## src/rtl/dma_irq_pkg.sv

```systemverilog
package dma_irq_pkg;
  localparam int REG_W      = 32;
  localparam int GRP_W      = 4;
  localparam int CH_PER_REG = REG_W / GRP_W;
  localparam int MAX_CH     = 2 * CH_PER_REG;

  localparam int K_HALF  = 0;
  localparam int K_PKG   = 1;
  localparam int K_QUEUE = 2;

  localparam logic [7:0] OFS_EN_LO   = 8'h00;
  localparam logic [7:0] OFS_EN_HI   = 8'h04;
  localparam logic [7:0] OFS_PEND_LO = 8'h10;
  localparam logic [7:0] OFS_PEND_HI = 8'h14;
  localparam logic [7:0] OFS_STATUS  = 8'h30;

  typedef enum logic [2:0] {
    SEL_NONE,
    SEL_EN_LO,
    SEL_EN_HI,
    SEL_PEND_LO,
    SEL_PEND_HI,
    SEL_STATUS
  } reg_sel_e;

  // bits that exist for the first nch channels of one register
  function automatic logic [REG_W-1:0] live_mask(input int nch);
    logic [REG_W-1:0] m;
    m = '0;
    for (int c = 0; c < CH_PER_REG; c++) begin
      if (c < nch) m[c*GRP_W +: GRP_W] = 4'b0111;
    end
    return m;
  endfunction
endpackage

```

## src/rtl/dma_irq_decode.sv

```systemverilog
module dma_irq_decode
  import dma_irq_pkg::*;
#(
  parameter int ADDR_W = 8
) (
  input  logic [ADDR_W-1:0] addr,
  output reg_sel_e          sel
);
  always_comb begin
    if (addr == ADDR_W'(OFS_EN_LO))        sel = SEL_EN_LO;
    else if (addr == ADDR_W'(OFS_EN_HI))   sel = SEL_EN_HI;
    else if (addr == ADDR_W'(OFS_PEND_LO)) sel = SEL_PEND_LO;
    else if (addr == ADDR_W'(OFS_PEND_HI)) sel = SEL_PEND_HI;
    else if (addr == ADDR_W'(OFS_STATUS))  sel = SEL_STATUS;
    else                                   sel = SEL_NONE;
  end
endmodule

```

## src/rtl/dma_irq_bank.sv

```systemverilog
module dma_irq_bank
  import dma_irq_pkg::*;
#(
  parameter int LIVE_CH = CH_PER_REG
) (
  input  logic                  clk,
  input  logic                  rst_n,
  input  logic                  en_we,
  input  logic                  pend_we,
  input  logic [REG_W-1:0]      wdata,
  input  logic [CH_PER_REG-1:0] ev_half,
  input  logic [CH_PER_REG-1:0] ev_pkg,
  input  logic [CH_PER_REG-1:0] ev_queue,
  output logic [REG_W-1:0]      en_q,
  output logic [REG_W-1:0]      pend_q,
  output logic                  hit
);
  localparam logic [REG_W-1:0] LIVE = live_mask(LIVE_CH);

  logic [REG_W-1:0] ev_vec;
  logic [REG_W-1:0] clr_vec;
  logic [REG_W-1:0] pend_d;

  for (genvar c = 0; c < CH_PER_REG; c++) begin : g_grp
    assign ev_vec[c*GRP_W + K_HALF]  = ev_half[c];
    assign ev_vec[c*GRP_W + K_PKG]   = ev_pkg[c];
    assign ev_vec[c*GRP_W + K_QUEUE] = ev_queue[c];
    assign ev_vec[c*GRP_W + 3]       = 1'b0;
  end

  assign clr_vec = pend_we ? wdata : '0;
  // a new event outranks a clear in the same cycle
  assign pend_d  = ((pend_q & ~clr_vec) | ev_vec) & LIVE;

  always_ff @(posedge clk or negedge rst_n) begin
    if (!rst_n) begin
      en_q   <= '0;
      pend_q <= '0;
    end else begin
      pend_q <= pend_d;
      if (en_we) en_q <= wdata & LIVE;
    end
  end

  assign hit = |(pend_q & en_q);
endmodule

```

## src/rtl/dma_irq_ctrl.sv

```systemverilog
module dma_irq_ctrl
  import dma_irq_pkg::*;
#(
  parameter int NUM_CH = 16,
  parameter int ADDR_W = 8
) (
  input  logic              clk,
  input  logic              rst_n,
  input  logic              reg_we,
  input  logic [ADDR_W-1:0] reg_addr,
  input  logic [31:0]       reg_wdata,
  output logic [31:0]       reg_rdata,
  input  logic [NUM_CH-1:0] ev_half,
  input  logic [NUM_CH-1:0] ev_pkg,
  input  logic [NUM_CH-1:0] ev_queue,
  input  logic [NUM_CH-1:0] ch_busy,
  output logic              irq
);
  localparam int NUM_BANK = (NUM_CH + CH_PER_REG - 1) / CH_PER_REG;
  localparam int PAD_CH   = 2 * CH_PER_REG;

  reg_sel_e sel;
  logic [PAD_CH-1:0] half_pad, pkg_pad, queue_pad;
  logic [1:0][REG_W-1:0] en_r, pend_r;
  logic [1:0] hit_r;
  logic [2*REG_W-1:0] pend_all, en_all;

  dma_irq_decode #(.ADDR_W(ADDR_W)) u_dec (
    .addr (reg_addr),
    .sel  (sel)
  );

  assign half_pad  = PAD_CH'(ev_half);
  assign pkg_pad   = PAD_CH'(ev_pkg);
  assign queue_pad = PAD_CH'(ev_queue);

  for (genvar b = 0; b < 2; b++) begin : g_bank
    if (b < NUM_BANK) begin : g_live
      localparam int LC = (NUM_CH - b*CH_PER_REG > CH_PER_REG) ?
                          CH_PER_REG : NUM_CH - b*CH_PER_REG;
      dma_irq_bank #(.LIVE_CH(LC)) u_bank (
        .clk      (clk),
        .rst_n    (rst_n),
        .en_we    (reg_we && (sel == (b == 0 ? SEL_EN_LO : SEL_EN_HI))),
        .pend_we  (reg_we && (sel == (b == 0 ? SEL_PEND_LO : SEL_PEND_HI))),
        .wdata    (reg_wdata),
        .ev_half  (half_pad[b*CH_PER_REG +: CH_PER_REG]),
        .ev_pkg   (pkg_pad[b*CH_PER_REG +: CH_PER_REG]),
        .ev_queue (queue_pad[b*CH_PER_REG +: CH_PER_REG]),
        .en_q     (en_r[b]),
        .pend_q   (pend_r[b]),
        .hit      (hit_r[b])
      );
    end else begin : g_absent
      assign en_r[b]   = '0;
      assign pend_r[b] = '0;
      assign hit_r[b]  = 1'b0;
    end
  end

  assign pend_all = {pend_r[1], pend_r[0]};
  assign en_all   = {en_r[1], en_r[0]};

  always_comb begin
    unique case (sel)
      SEL_EN_LO:   reg_rdata = en_r[0];
      SEL_EN_HI:   reg_rdata = en_r[1];
      SEL_PEND_LO: reg_rdata = pend_r[0];
      SEL_PEND_HI: reg_rdata = pend_r[1];
      SEL_STATUS:  reg_rdata = 32'(ch_busy);
      default:     reg_rdata = '0;
    endcase
  end

  always_ff @(posedge clk or negedge rst_n) begin
    if (!rst_n) irq <= 1'b0;
    else        irq <= |hit_r;
  end
endmodule

```

## config.mk

```make
export PLATFORM = sky130hd
export DESIGN_NAME = dma_irq_ctrl
export DESIGN_NICKNAME = d
export VERILOG_FILES = /design/src/rtl/dma_irq_pkg.sv /design/src/rtl/dma_irq_decode.sv /design/src/rtl/dma_irq_bank.sv /design/src/rtl/dma_irq_ctrl.sv
export SDC_FILE = /design/constraint.sdc
export NUM_CORES = 1
export LEC_CHECK = 0
export ABC_AREA = 1
export BUFFER_PORTS_ARGS = -buffer_cell sky130_fd_sc_hd__buf_2
export CORE_MARGIN = 10
export CORE_UTILIZATION = 43
export DETAILED_ROUTE_END_ITERATION = 7
export PLACE_DENSITY = 0.78
export SYNTH_ARGS = -nofsm -noshare
export SYNTH_HDL_FRONTEND = slang
export SYNTH_SLANG_ARGS = --single-unit
```

## constraint.sdc

```tcl
create_clock -name clk -period 1.4 [get_ports clk]
set_clock_uncertainty 0.2 [all_clocks]
set_input_delay 0.28 -clock clk [delete_from_list [all_inputs] [get_ports clk]]
set_output_delay 0.28 -clock clk [all_outputs]
set_load 0.05 [all_outputs]
```

### Word level (Yosys, flattened, before mapping)

Cells that the tools add are included.

| operators by class | value |
|---|---|
| reduce and logical (&&, ||, !) cells | 6 |
| bitwise operators | 8 |
| equality and inequality tests | 9 |
| multiplexer cells | 8 |

Operator list:

| kind | count |
|---|---|
| 31-bit case mux with 5 select lines | 1 |
| 31-bit AND | 4 |
| 64-bit OR reduction | 1 |
| 31-bit two-way mux | 2 |
| 31-bit NOT | 2 |
| 31-bit OR | 2 |
| 8-bit by 5-bit == test with 1-bit output (second input constant) | 2 |
| 3-bit two-way mux | 5 |
| 8-bit by 3-bit == test with 1-bit output (second input constant) | 1 |
| 8-bit by 6-bit == test with 1-bit output (second input constant) | 1 |
| 8-bit zero test | 1 |
| 3-bit by 2-bit == test with 1-bit output (second input constant) | 2 |
| 3-bit == test (second input constant) | 2 |
| 1-bit logical AND | 4 |
| 3-bit by 1-bit == test with 1-bit output (second input constant) | 1 |

| word-level totals | value |
|---|---|
| bits of input ports | 107 |
| word-level logic and storage cells | 36 |
| flip-flop bits (word level) | 97 |
| output and inout bits | 33 |

### Logic depth before layout (Yosys ltp)

Gate-level depths: netlist (run 1).

| logic depth | value |
|---|---|
| depth after elaboration | 12 |
| mapped depth | 9 |
| depth with buffers taken out | 7 |

### By module

A second synthesis (run 1) with hierarchy kept.

| second synthesis, totals | value |
|---|---|
| cell total of the unflattened synthesis | 747 |
| area, all modules | 5977.0 um2 |

Modules (own cells, without submodules):

| module | instances | cells each | seq. area each (um2) | area an instance (um2) |
|---|---|---|---|---|
| dma_irq_bank | 2 | 190 | 1201.2 | 2188.3 |
| dma_irq_ctrl | 1 | 339 | 25.0 | 1468.9 |
| dma_irq_decode | 1 | 28 | 0.0 | 131.4 |

### Worst setup path before layout (run 1)

No wires, ideal clock.

| path | value |
|---|---|
| path type | input -> output |
| start | input reg_addr[3] |
| end | output reg_rdata[11] |
| stages on the path | 6 |
| buffers on the path | 1 |
| slack | -0.614 ns |
| data required time | 0.920 ns |
| arrival | 1.534 ns |
| cell sequence | nor2_1 -> nand2_1 -> inv_2 -> buf_2 -> nand2_1 -> nor2_1 |

| on the way | value |
|---|---|
| longest elaborated chain between the ends | 8 |
| elaborated cells on any way between the ends | 16 |
| those cells by class | 9 x eq/ne; 6 x mux; 1 x reduce/logical |

Ends and longest elaborated chain:

| element | RTL line | text |
|---|---|---|
| start: declaration | dma_irq_ctrl.sv:10 | `input logic [ADDR_W-1:0] reg_addr,` |
| 8-bit by 6-bit == test with 1-bit output | dma_irq_decode.sv:14 | `else if (addr == ADDR_W'(OFS_STATUS)) sel = SEL_STATUS;` |
| 3-bit two-way mux | dma_irq_decode.sv:14 |  |
| 3-bit two-way mux | dma_irq_decode.sv:13 | `else if (addr == ADDR_W'(OFS_PEND_HI)) sel = SEL_PEND_HI;` |
| 3-bit two-way mux | dma_irq_decode.sv:12 | `else if (addr == ADDR_W'(OFS_PEND_LO)) sel = SEL_PEND_LO;` |
| 3-bit two-way mux | dma_irq_decode.sv:11 | `else if (addr == ADDR_W'(OFS_EN_HI)) sel = SEL_EN_HI;` |
| 3-bit two-way mux (*) | dma_irq_decode.sv:10 | `if (addr == ADDR_W'(OFS_EN_LO)) sel = SEL_EN_LO;` |
| 3-bit == test (tied with other cells) | dma_irq_ctrl.sv:65 | `unique case (sel)` |
| 31-bit case mux with 5 select lines (*) | dma_irq_ctrl.sv:65 |  |
| end: declaration | dma_irq_ctrl.sv:12 | `output logic [31:0] reg_rdata,` |

Every way passes the cells marked *; elsewhere a longest branch is shown, timed or not.

### Final worst setup path (run 1)

| path | value |
|---|---|
| start | input reg_addr[4] |
| end | output reg_rdata[8] |

Same word-level chain as after synthesis.

==> flow_summary.json, run 1 <==
{
  "status": "finished, violations left",
  "violations": "setup timing",
  "dp_hpwl_mm": 12.5,
  "first_global_vias": 6701,
  "syn2layout_area_growth_pct": 66.1,
  "crit_chain": "buf_6 > buf_4 > nand2_1 > nor2_4 > buf_6 > nand3_1 > nand2_1 > inv_1 > nand2_4 > buf_8",
  "ant_nets": 0,
  "pre_cts_slack_ps": -608,
  "cts_sinks": 97,
  "htreeDepth": 3,
  "slew_violations": 0,
  "yosys.cell_types.count": 19,
  "rsz0062_at_grt": "yes",
  "cts_tree": "done",
  "num_vias": 6849,
  "end_kind": "output pin",
  "synth_top_cell_area_share_pct": 44.2,
  "track_usage_pct": 23.6,
  "setup_viol": 39,
  "drt_pass1_iterations": 7,
  "synth_area_per_cell_um2": 6.88,
  "synthArstFlopShare_pct": 100,
  "io_pins": 140,
  "place.gp.congestion": 0.846,
  "grt_max_degree": 37,
  "path_clk_slew_ps": 60,
  "wl_per_cell_um": 18.7,
  "p_leak_nw": 4.75,
  "antenna_found_initial": 2,
  "die-area_um2": 17700,
  "r2r_cells": 7,
  "core_area_um2": 12600,
  "synth_most_common_cell": "nand2_1",
  "worst_slack_ps": -545,
  "critical-path-max-stage-delay_ps": 180,
  "ys_seq_elements": 97,
  "synth_top_cell_by_area": "dfrtp_1",
  "netlist_area_um2": 5490,
  "rows": 41,
  "crit_fanout": 7,
  "arrival_ps": 1460,
  "ys_warn_count": 0,
  "endpoint": "reg_rdata[8]",
  "r2r-start": "g_bank[0].g_live.u_bank.pend_q[8]",
  "synth-edff-count": 0,
  "crit_path_top_delay_cell": "nor2_4",
  "fin_crit_ps": 1940,
  "fp.dieW_um": 133,
  "synth_area_leaders": "dfrtp_1 44%, nand2_1 23%, nand3_1 11%, inv_1 5.6%, nand4_1 4.1%",
  "drt_wl_total_mm": 23.1,
  "fp.dieH_um": 133,
  "syn_inst": 798,
  "start_kind": "input pin",
  "drc": 0,
  "ys_seq_area_share_pct": 44.2,
  "grt-ovfl-total": 0,
  "reg2reg_slack_ps": -10,
  "initial_core_util_pct": 43.7,
  "path_class": "in -> out",
  "vias_per_cell": 5.53,
  "insertion_delay_ps": 360,
  "r2r_end": "irq",
  "fmax_mhz": 514,
  "finish.utilization_pct": 72.6,
  "cts_root_buffer": "clkbuf_16",
  "power.density_nw_per_um2": 702,
  "synth_common_cells": "332 x nand2_1, 122 x nand3_1, 97 x dfrtp_1, 82 x inv_1, 46 x nor2_1",
  "ir_worst_vdd_mv": 0.604,
  "drtIter0Drc": 920,
  "drive_above_1_share_pct": 34.5,
  "grt_pass1_wl_mm": 33.9,
  "numPortBuffers": 127,
  "synth_flop_cell": "dfrtp_1",
  "hold_class": "in -> reg",
  "cts_buffer_depth": 2,
  "final_hold_viol_count": 0,
  "fin_tns_setup_ps": -12640,
  "cap_violations": 0,
  "fin_crit_sh_pct": 139,
  "critical_path_required_ps": 920,
  "cts_made_buffers": 9,
  "startpoint": "reg_addr[4]",
  "final_nets": 1166
}
-- final cells by class --
cell class                      instances  area, µm²
Fill cell                             858       3440
Multi-Input combinational cell        573       2970
Timing Repair Buffer                  293       2890
Sequential cell                        97       2430
Inverter                               85        347
Clock buffer                           11        233
Tap cell                              172        215
Clock inverter                          5       32.5
Antenna cell                            2       5.00
-- sequential cells by signal (all words and copies together), names as in the netlist --
register and cells:
irq 1, g_bank.g_live.u_bank.en_q 48, g_bank.g_live.u_bank.pend_q 48
-- per-layer routing --
| metal | routed length, µm | vias to the layer above | GRT usage, % |
|---|---|---|---|
| li1 | - | 3039 | - |
| met1 | 8590 | 3258 | 28.4 |
| met2 | 11500 | 454 | 39.0 |
| met3 | 1940 | 98 | 4.84 |
| met4 | 1080 | 0 | 12.0 |
| met5 | 0 | - | 0 |
-- report_power, final --
part           internal (W)  switching (W)  leakage, nW
Clock               0.00120        0.00112        0.122
Sequential          0.00288      0.0000629         1.06
Combinational      0.000533       0.000612         3.57
-- cell families (layout without fill, tap and decap cells) --
logic type,count (synthesis),after routing,synth area share [%]
and+or+nand+nor,545,545,42.7
buffers and inverters,131,394,10.8
other,1,6,0.0683
DFF,97,97,44.2
AOI/OAI and AO/OA,24,24,2.19
-- critical path, delay by kind of cell --
kind          cells  cell delay [ps]
simple gates      5              550
buf+inv           5              630
-- through the flow --
stage / std cells / instance area, µm² / hold WS, ps / total power [W]
2_1_floorplan: 801 / 5750 / -216 / 0.00334
3_3_place_gp: 1127 / 7080 / 7.44 / 0.00377
3_5_place_dp: 1127 / 7080 / 1.31 / 0.00378
4_1_cts: 1227 / 8780 / 0.0794 / 0.00627
5_1_grt: 1238 / 9120 / 19.5 / 0.00659
6_report: 1238 / 9120 / 11.3 / 0.00641
-- placed cells by master (no fill, tap or decap), types with 3 or more instances in the layout --
cell type and n:
buf_2 89, conb_1 4, dlygate4sd3_1 61, nor2_1 22
buf_6 32, buf_4 54, buf_8 21, dfrtp_1 97
buf_16 3, nand2_1 271, inv_1 77, clkbuf_16 11
nor2_4 14, clkinvlp_4 3, nand2_8 3, nand3_1 103
nand2_4 19, nor2_2 16, nand2_2 41, nand3_2 19
nand4_1 36, buf_12 31, o21ai_1 24, inv_4 4
-- how the worst min path moves through the flow --
stage	to	from	cells after the start	slack, ps
after global placement	g_bank[0].g_live.u_bank.pend_q[28]	rst_n	1	7
final	g_bank[1].g_live.u_bank.en_q[14]	reg_wdata[14]	3	10
after floorplan	g_bank[0].g_live.u_bank.en_q[0]	rst_n	0	-220
after detailed placement	g_bank[0].g_live.u_bank.pend_q[28]	rst_n	1	1
after global routing	g_bank[1].g_live.u_bank.en_q[25]	reg_wdata[25]	3	20
after CTS	g_bank[1].g_live.u_bank.en_q[10]	reg_wdata[10]	3	0.08
-- timing repair --
action | in CTS | in global routing
buffers inserted | 15 | 15
endpoints found under the hold margin | 157 | 0
pin swaps | 22 | 34
endpoints found under the setup margin | 30 | 59
gates cloned | 8 | 3
hold buffers | 61 | 0
gates resized for setup | 139 | 88
Power figures use the tool's default switching activity.
==> run 2, diff against run 1 <==
--- a/config.mk
+++ b/config.mk
@@ -13,4 +13,5 @@
 export PLACE_DENSITY = 0.78
 export SYNTH_ARGS = -nofsm -noshare
 export SYNTH_HDL_FRONTEND = slang
+export SYNTH_HIERARCHICAL = 1
 export SYNTH_SLANG_ARGS = --single-unit
==> run 2 against run 1 <==
  * The run still ends with setup timing left
  * Sequential cell count unchanged
  * Largest power group unchanged
  * Synthesized area up 8.8%
  * Synthesized cell count down 6.4%
  * Sequential share of layout area down 1.1 points
  * Critical endpoint is now reg_rdata[10]
  * Largest cell class unchanged
  * Highest routed layer unchanged
==> flow_summary.json, run 2 <==
{
  "netlist_area_um2": 5980,
  "fin_tns_setup_ps": -77710,
  "cts_tree": "done",
  "hold_class": "in -> reg",
  "syn2layout_area_growth_pct": 59.4,
  "place.gp.congestion": 0.829,
  "r2r-start": "g_bank[1].g_live.u_bank/en_q[4]",
  "wl_per_cell_um": 18.3,
  "drtIter0Drc": 482,
  "first_global_vias": 6124,
  "p_leak_nw": 4.61,
  "ys_warn_count": 6,
  "numPortBuffers": 127,
  "grt-ovfl-total": 0,
  "holdWs_ps": 18.3,
  "drt_pass1_iterations": 4,
  "final_nets": 1104,
  "multi_input_area_um2": 3500,
  "endpoint": "reg_rdata[10]",
  "vias_per_cell": 5.03,
  "r2r_end": "irq",
  "cts_sinks": 97,
  "ant_nets": 0,
  "io_pins": 140,
  "syn_inst": 747,
  "dp_hpwl_mm": 13.2,
  "core_area_um2": 13800,
  "power.density_nw_per_um2": 722,
  "htreeDepth": 3,
  "ys_seq_elements": 97,
  "pre_cts_slack_ps": -1030,
  "synth_area_per_cell_um2": 8.00,
  "synthArstFlopShare_pct": 100,
  "largest_registers": "g_bank.g_live.u_bank/en_q: 48 flops, g_bank.g_live.u_bank/pend_q: 48 flops, irq: 1 flops",
  "synthMuxAreaShare_pct": 11.6,
  "reg2reg_slack_ps": -110,
  "path_clk_slew_ps": 60,
  "fin_crit_ps": 2200,
  "fill_cells": 995,
  "rows": 43,
  "fp.dieH_um": 138,
  "cap_violations": 0,
  "start_kind": "input pin",
  "cts_made_buffers": 9,
  "ys_seq_area_share_pct": 40.6,
  "yosys.area_share.adder_pct": 0,
  "rsz0062_at_grt": "yes",
  "num_vias": 5943,
  "drc": 0,
  "synth_top_cell_by_area": "dfrtp_1",
  "track_usage_pct": 22.3,
  "synth-xor-area-share_pct": 0,
  "regArea_um2": 2430,
  "synth_most_common_cell": "nand2_1",
  "insertion_delay_ps": 360,
  "synth_top_family_by_area": "simple AND/OR/NAND/NOR gates",
  "violations": "setup timing",
  "slew_violations": 0,
  "initial_core_util_pct": 43.4,
  "startpoint": "reg_addr[1]",
  "synth-edff-count": 0,
  "drive_above_1_share_pct": 42.9,
  "synthSimpleGateAreaFrac_pct": 24.1,
  "final_hold_viol_count": 0,
  "critical_path_required_ps": 920,
  "crit_fanout": 6,
  "arrival_ps": 1720,
  "r2r_cells": 8,
  "final_cell_mix": "132 x nand2_1, 97 x dfrtp_1, 96 x inv_1, 89 x buf_2, 52 x dlygate4sd3_1",
  "path_class": "in -> out",
  "grt_max_degree": 51,
  "drt_wl_total_mm": 21.6,
  "worst_slack_ps": -804,
  "grt_pass1_wl_mm": 32.6,
  "fmax_mhz": 454,
  "fp.dieW_um": 138,
  "synth_compound_area_share_pct": 8.71,
  "status": "finished, violations left",
  "synth_flop_cell": "dfrtp_1",
  "antenna_found_initial": 1,
  "synth_common_cells": "183 x nand2_1, 107 x inv_1, 97 x dfrtp_1, 84 x nor2_1, 52 x nand3_1",
  "die-area_um2": 19000,
  "synth_area_leaders": "dfrtp_1 41%, nand2_1 11%, mux2_4 10%, inv_1 6.7%, a21o_1 6.0%",
  "fin_crit_sh_pct": 157,
  "ir_worst_vdd_mv": 0.679,
  "layout_commonest_cell": "nand2_1",
  "yosys.cell_types.count": 27,
  "end_kind": "output pin",
  "cts_buffer_depth": 2,
  "synth_top_cell_area_share_pct": 40.6,
  "setup_viol": 125,
  "cts_root_buffer": "clkbuf_16"
}
==> run 2: cell types whose count changed after synthesis, moves of 24 or more <==
cell	previous run	this run
mux2_4	0	40
o21ai_1	24	0
nor2_1	46	84
a21o_1	0	48
nand3_1	122	52
inv_1	82	107
nand2_1	332	183
==> run 2: report_power, final <==
group / internal, W / switching (W) / total, W
sequential: 0.00296 / 0.000135 / 0.00309
clock: 0.00138 / 0.00107 / 0.00244
combinational: 0.000701 / 0.000649 / 0.00135
total: 0.00503 / 0.00185 / 0.00688
==> run 2: worst min-delay path by stage <==
stage                       start                           endpoint  slack [ps]  cells after the start
global placement            rst_n  g_bank[0].g_live.u_bank/pend_q[9]         100                      2
detailed placement          rst_n    g_bank[0].g_live.u_bank/en_q[6]         100                      2
floorplan                   rst_n    g_bank[0].g_live.u_bank/en_q[0]        -220                      0
finish              reg_wdata[28]   g_bank[0].g_live.u_bank/en_q[28]          20                      2
CTS                  reg_wdata[1]    g_bank[0].g_live.u_bank/en_q[1]           3                      2
global route        reg_wdata[18]   g_bank[0].g_live.u_bank/en_q[18]          20                      2
==> run 2: layer usage <==
metal  part of all wire [%]  track usage [%]  vias up
met4                    2.1             7.30        0
met1                     39             27.1     2909
met5                      0                0        -
li1                       -                -     2780
met3                    6.9             4.02       28
met2                     52             38.7      226
==> run 2: cells by family (layout without fill, tap and decap cells) <==
| group | after synthesis | after routing |
|---|---|---|
| AND/OR/NAND/NOR | 346 | 346 |
| buffers and inverters | 174 | 398 |
| flip-flops | 97 | 97 |
| other | 2 | 33 |
| multiplexers | 48 | 48 |
| AO/OA/AOI/OAI | 80 | 80 |
==> run 2: timing repair <==
action | 4_1_cts | 5_1_grt
gates cloned | 8 | 1
hold endpoints to repair | 148 | 0
pin swaps | 25 | 28
setup buffers | 21 | 7
hold buffers | 52 | 0
gates resized for setup | 189 | 95
setup endpoints to repair | 126 | 126
==> run 2: area by class of cell <==
class / instances / share of cell area (%)
clock inverter: 3 / 0.446
clock buffer: 12 / 2.48
timing repair buffer: 270 / 27.1
tap: 180 / 2.36
antenna: 1 / 0.0263
multi-input combinational: 506 / 36.7
sequential: 97 / 25.5
inverter: 113 / 5.36
==> run 2: worst max-delay path, stage by stage <==
cell     delay (ps)
buf_12          120
inv_16           50
nand2_8          50
nor2_4          180
nand2_4         100
nand3_4         190
nand3_4         150
inv_6           130
buf_12          140
nand2_1          90
nand3_4         100
buf_8           140
==> run 2: stage by stage <==
step | std cells | instance area (µm²) | util, % | total power (W)
finish | 1182 | 9530 | 69.2 | 0.00688
detailed placement | 1085 | 7480 | 54.3 | 0.00419
floorplan | 777 | 6520 | - | 0.00374
global route | 1182 | 9530 | 69.2 | 0.00716
CTS | 1179 | 9260 | 67.2 | 0.00684
global placement | 1085 | 7480 | 54.3 | 0.00417
==> run 3, diff against run 2 <==
--- a/config.mk
+++ b/config.mk
@@ -5,12 +5,11 @@
 export SDC_FILE = /design/constraint.sdc
 export NUM_CORES = 1
 export LEC_CHECK = 0
-export ABC_AREA = 1
 export BUFFER_PORTS_ARGS = -buffer_cell sky130_fd_sc_hd__buf_2
 export CORE_MARGIN = 10
-export CORE_UTILIZATION = 43
+export CORE_UTILIZATION = 49
 export DETAILED_ROUTE_END_ITERATION = 7
-export PLACE_DENSITY = 0.78
+export PLACE_DENSITY = 0.86
 export SYNTH_ARGS = -nofsm -noshare
 export SYNTH_HDL_FRONTEND = slang
 export SYNTH_HIERARCHICAL = 1
==> run 3 against run 2 <==
  * The flow still finishes with violations (setup timing)
  * Worst setup slack worse by 670 ps
  * Sequential share of layout area fell by 0.33 points
  * Clock-buffer cell count down 2
  * Via count up 3.2%
  * Combinational power grew 13%
  * First-iteration DRC count grew 64%
  * Fmax fell by 23%
  * Sequential power hardly changed
  * Clock power barely moved
  * Non-clock buffer count increased by 82
  * Total power up 2.6%
  * Register-to-register slack got worse by 450 ps
  * Largest power group unchanged
==> flow_summary.json, run 3 <==
{
  "drive_above_1_share_pct": 63.0,
  "vias_per_cell": 6.39,
  "ys_seq_elements": 97,
  "critical-path-max-stage-delay_ps": 530,
  "final_hold_viol_count": 0,
  "htreeDepth": 3,
  "synth_most_common_cell": "dfrtp_1",
  "path_clk_slew_ps": 70,
  "crit_path_top_delay_cell": "or4_4",
  "numPortBuffers": 127,
  "slew_violations": 0,
  "cap_violations": 0,
  "fmax_mhz": 347,
  "crit_path_frequent_cell": "buf_6",
  "worstMarginPinSlew_ps": 1170,
  "synth_flop_cell": "dfrtp_1",
  "synth_top_cell_by_area": "dfrtp_1",
  "drtIter0Drc": 792,
  "cts_root_buffer": "clkbuf_16",
  "crit_chain": "buf_6 > or4_4 > nor4_4 > buf_4 > nor2b_4 > buf_6 > buf_16 > nand2_1 > a31oi_4 > buf_12",
  "status": "finished, violations left",
  "grt_pass1_wl_mm": 36.9,
  "netlist_area_um2": 5540,
  "final_nets": 922,
  "timing.slew.headroom_pct": 22.9,
  "ys_warn_count": 6,
  "rsz0062_at_grt": "yes",
  "dp_hpwl_mm": 13.7,
  "cts_sinks": 97,
  "fp.dieW_um": 126,
  "num_vias": 6136,
  "core_area_um2": 10900,
  "wl_per_cell_um": 29.2,
  "synth-edff-count": 0,
  "grt_max_degree": 58,
  "cts_tree": "done",
  "fin_crit_ps": 2880,
  "synthArstFlopShare_pct": 100,
  "largest_registers": "g_bank.g_live.u_bank/en_q: 48 flops, g_bank.g_live.u_bank/pend_q: 48 flops, irq: 1 flops",
  "drt_wl_total_mm": 28.0,
  "fin_tns_setup_ps": -142910,
  "first_global_vias": 6307,
  "power.density_nw_per_um2": 732,
  "fp.dieH_um": 126,
  "ant_nets": 0,
  "holdWs_ps": 43.9,
  "end_kind": "output pin",
  "syn2layout_area_growth_pct": 74.3,
  "track_usage_pct": 29.2,
  "p_leak_nw": 3.97,
  "synth_area_leaders": "dfrtp_1 44%, mux2_2 9.8%, a21o_1 6.5%, mux2i_1 5.8%, buf_4 4.7%",
  "path_class": "in -> out",
  "antenna_found_initial": 0,
  "ir_worst_vdd_mv": 0.634,
  "cts_buffer_depth": 2,
  "critical_path_required_ps": 920,
  "grt-ovfl-total": 0,
  "crit_fanout": 5,
  "drc": 0,
  "synth_area_per_cell_um2": 11.4,
  "violations": "setup timing",
  "yosys.cell_types.count": 35,
  "final_cell_mix": "125 x buf_4, 97 x dfrtp_1, 95 x buf_2, 49 x dlygate4sd3_1, 48 x a21o_1",
  "start_kind": "input pin",
  "setup_viol": 126,
  "rows": 38,
  "crit_buf_inv": 5,
  "synth_common_cells": "97 x dfrtp_1, 65 x nand2_1, 48 x a21o_1, 48 x mux2_2, 35 x buf_4",
  "die-area_um2": 16000,
  "cts_made_buffers": 9,
  "io_pins": 140,
  "ys_seq_area_share_pct": 43.8,
  "arrival_ps": 2400,
  "syn_inst": 487,
  "insertion_delay_ps": 350,
  "crit_family": "simple AND/OR/NAND/NOR gates",
  "drt_pass1_iterations": 6,
  "initial_core_util_pct": 50.7,
  "layout_commonest_cell": "buf_4",
  "hold_class": "in -> reg",
  "place.gp.congestion": 0.852,
  "synth_top_cell_area_share_pct": 43.8,
  "fin_crit_sh_pct": 206,
  "worst_slack_ps": -1480
}
-- run 3: kinds of logic (layout without fill, tap and decap cells) --
| family | after synthesis | count (layout) | synth area share (%) |
|---|---|---|---|
| and+or+nand+nor | 105 | 105 | 9.37 |
| DFF | 97 | 97 | 43.8 |
| buffers and inverters | 65 | 367 | 9.26 |
| other | 2 | 33 | 0.136 |
| AOI/OAI and AO/OA | 136 | 136 | 21.5 |
| xor gates and xnor gates | 2 | 2 | 0.316 |
| muxes | 80 | 80 | 15.5 |
-- run 3: power breakdown --
part           internal (W)  switching, W  leakage, nW  total, W
Clock               0.00126       0.00120        0.136   0.00246
Sequential          0.00294      0.000134         1.08   0.00308
Combinational      0.000742      0.000784         2.76   0.00153
-- run 3: final timing paths --
kind,slack [ps],end,cells after the start,from
worst max-delay path,-1480,reg_rdata[2],10,reg_addr[3]
worst min-delay path,40,g_bank[1].g_live.u_bank/pend_q[22],3,reg_wdata[22]
worst max register to register,-560,irq,4,g_bank[0].g_live.u_bank/en_q[0]
worst min register to register,350,g_bank[0].g_live.u_bank/pend_q[14],1,g_bank[0].g_live.u_bank/pend_q[14]
max in group asynchronous,420,g_bank[1].g_live.u_bank/pend_q[16],3,rst_n
min in group asynchronous,250,g_bank[1].g_live.u_bank/pend_q[9],3,rst_n
-- run 3: area by class of cell --
| class | count | area (µm²) |
|---|---|---|
| Timing Repair Buffer | 352 | 3140 |
| Sequential cell | 97 | 2430 |
| Fill cell | 407 | 1280 |
| Tap cell | 140 | 175 |
| Clock inverter | 5 | 38.8 |
| Clock buffer | 10 | 239 |
| Multi-Input combinational cell | 355 | 3630 |
| Antenna cell | 1 | 2.50 |
-- run 3: through the flow --
step | setup slack (ps) | utilization (%) | std cells | instance area, µm² | total power [W]
floorplan | -1140 | - | 517 | 6110 | 0.00366
global placement | -1340 | 69.0 | 850 | 7550 | 0.00412
detailed placement | -1470 | 69.0 | 850 | 7550 | 0.00419
CTS | -1300 | 84.7 | 944 | 9260 | 0.00674
global route | -1510 | 88.3 | 959 | 9650 | 0.00724
finish | -1480 | 88.3 | 960 | 9650 | 0.00707
-- run 3: what timing repair did --
action / 4_1_cts / 5_1_grt
cloned: 11 / 3
endpoints found under the hold margin: 145 / 0
gates resized for setup: 153 / 79
hold buffers: 49 / 0
pin swaps: 25 / 57
setup endpoints to repair: 126 / 126
setup buffers: 19 / 19
-- run 3: per-layer routing --
layer	vias to the layer above	track usage (%)	part of all wire, %
met3	164	7.79	10
met4	0	15.3	5.8
li1	2397	-	-
met5	-	0	0
met2	557	49.5	48
met1	3018	33.1	35
-- run 3: tightest hold or removal path: cells and delay by family --
family                 cells  cell delay, ps
buffers and inverters      1             130
AO/OA/AOI/OAI              1             100
AND/OR/NAND/NOR            1              50
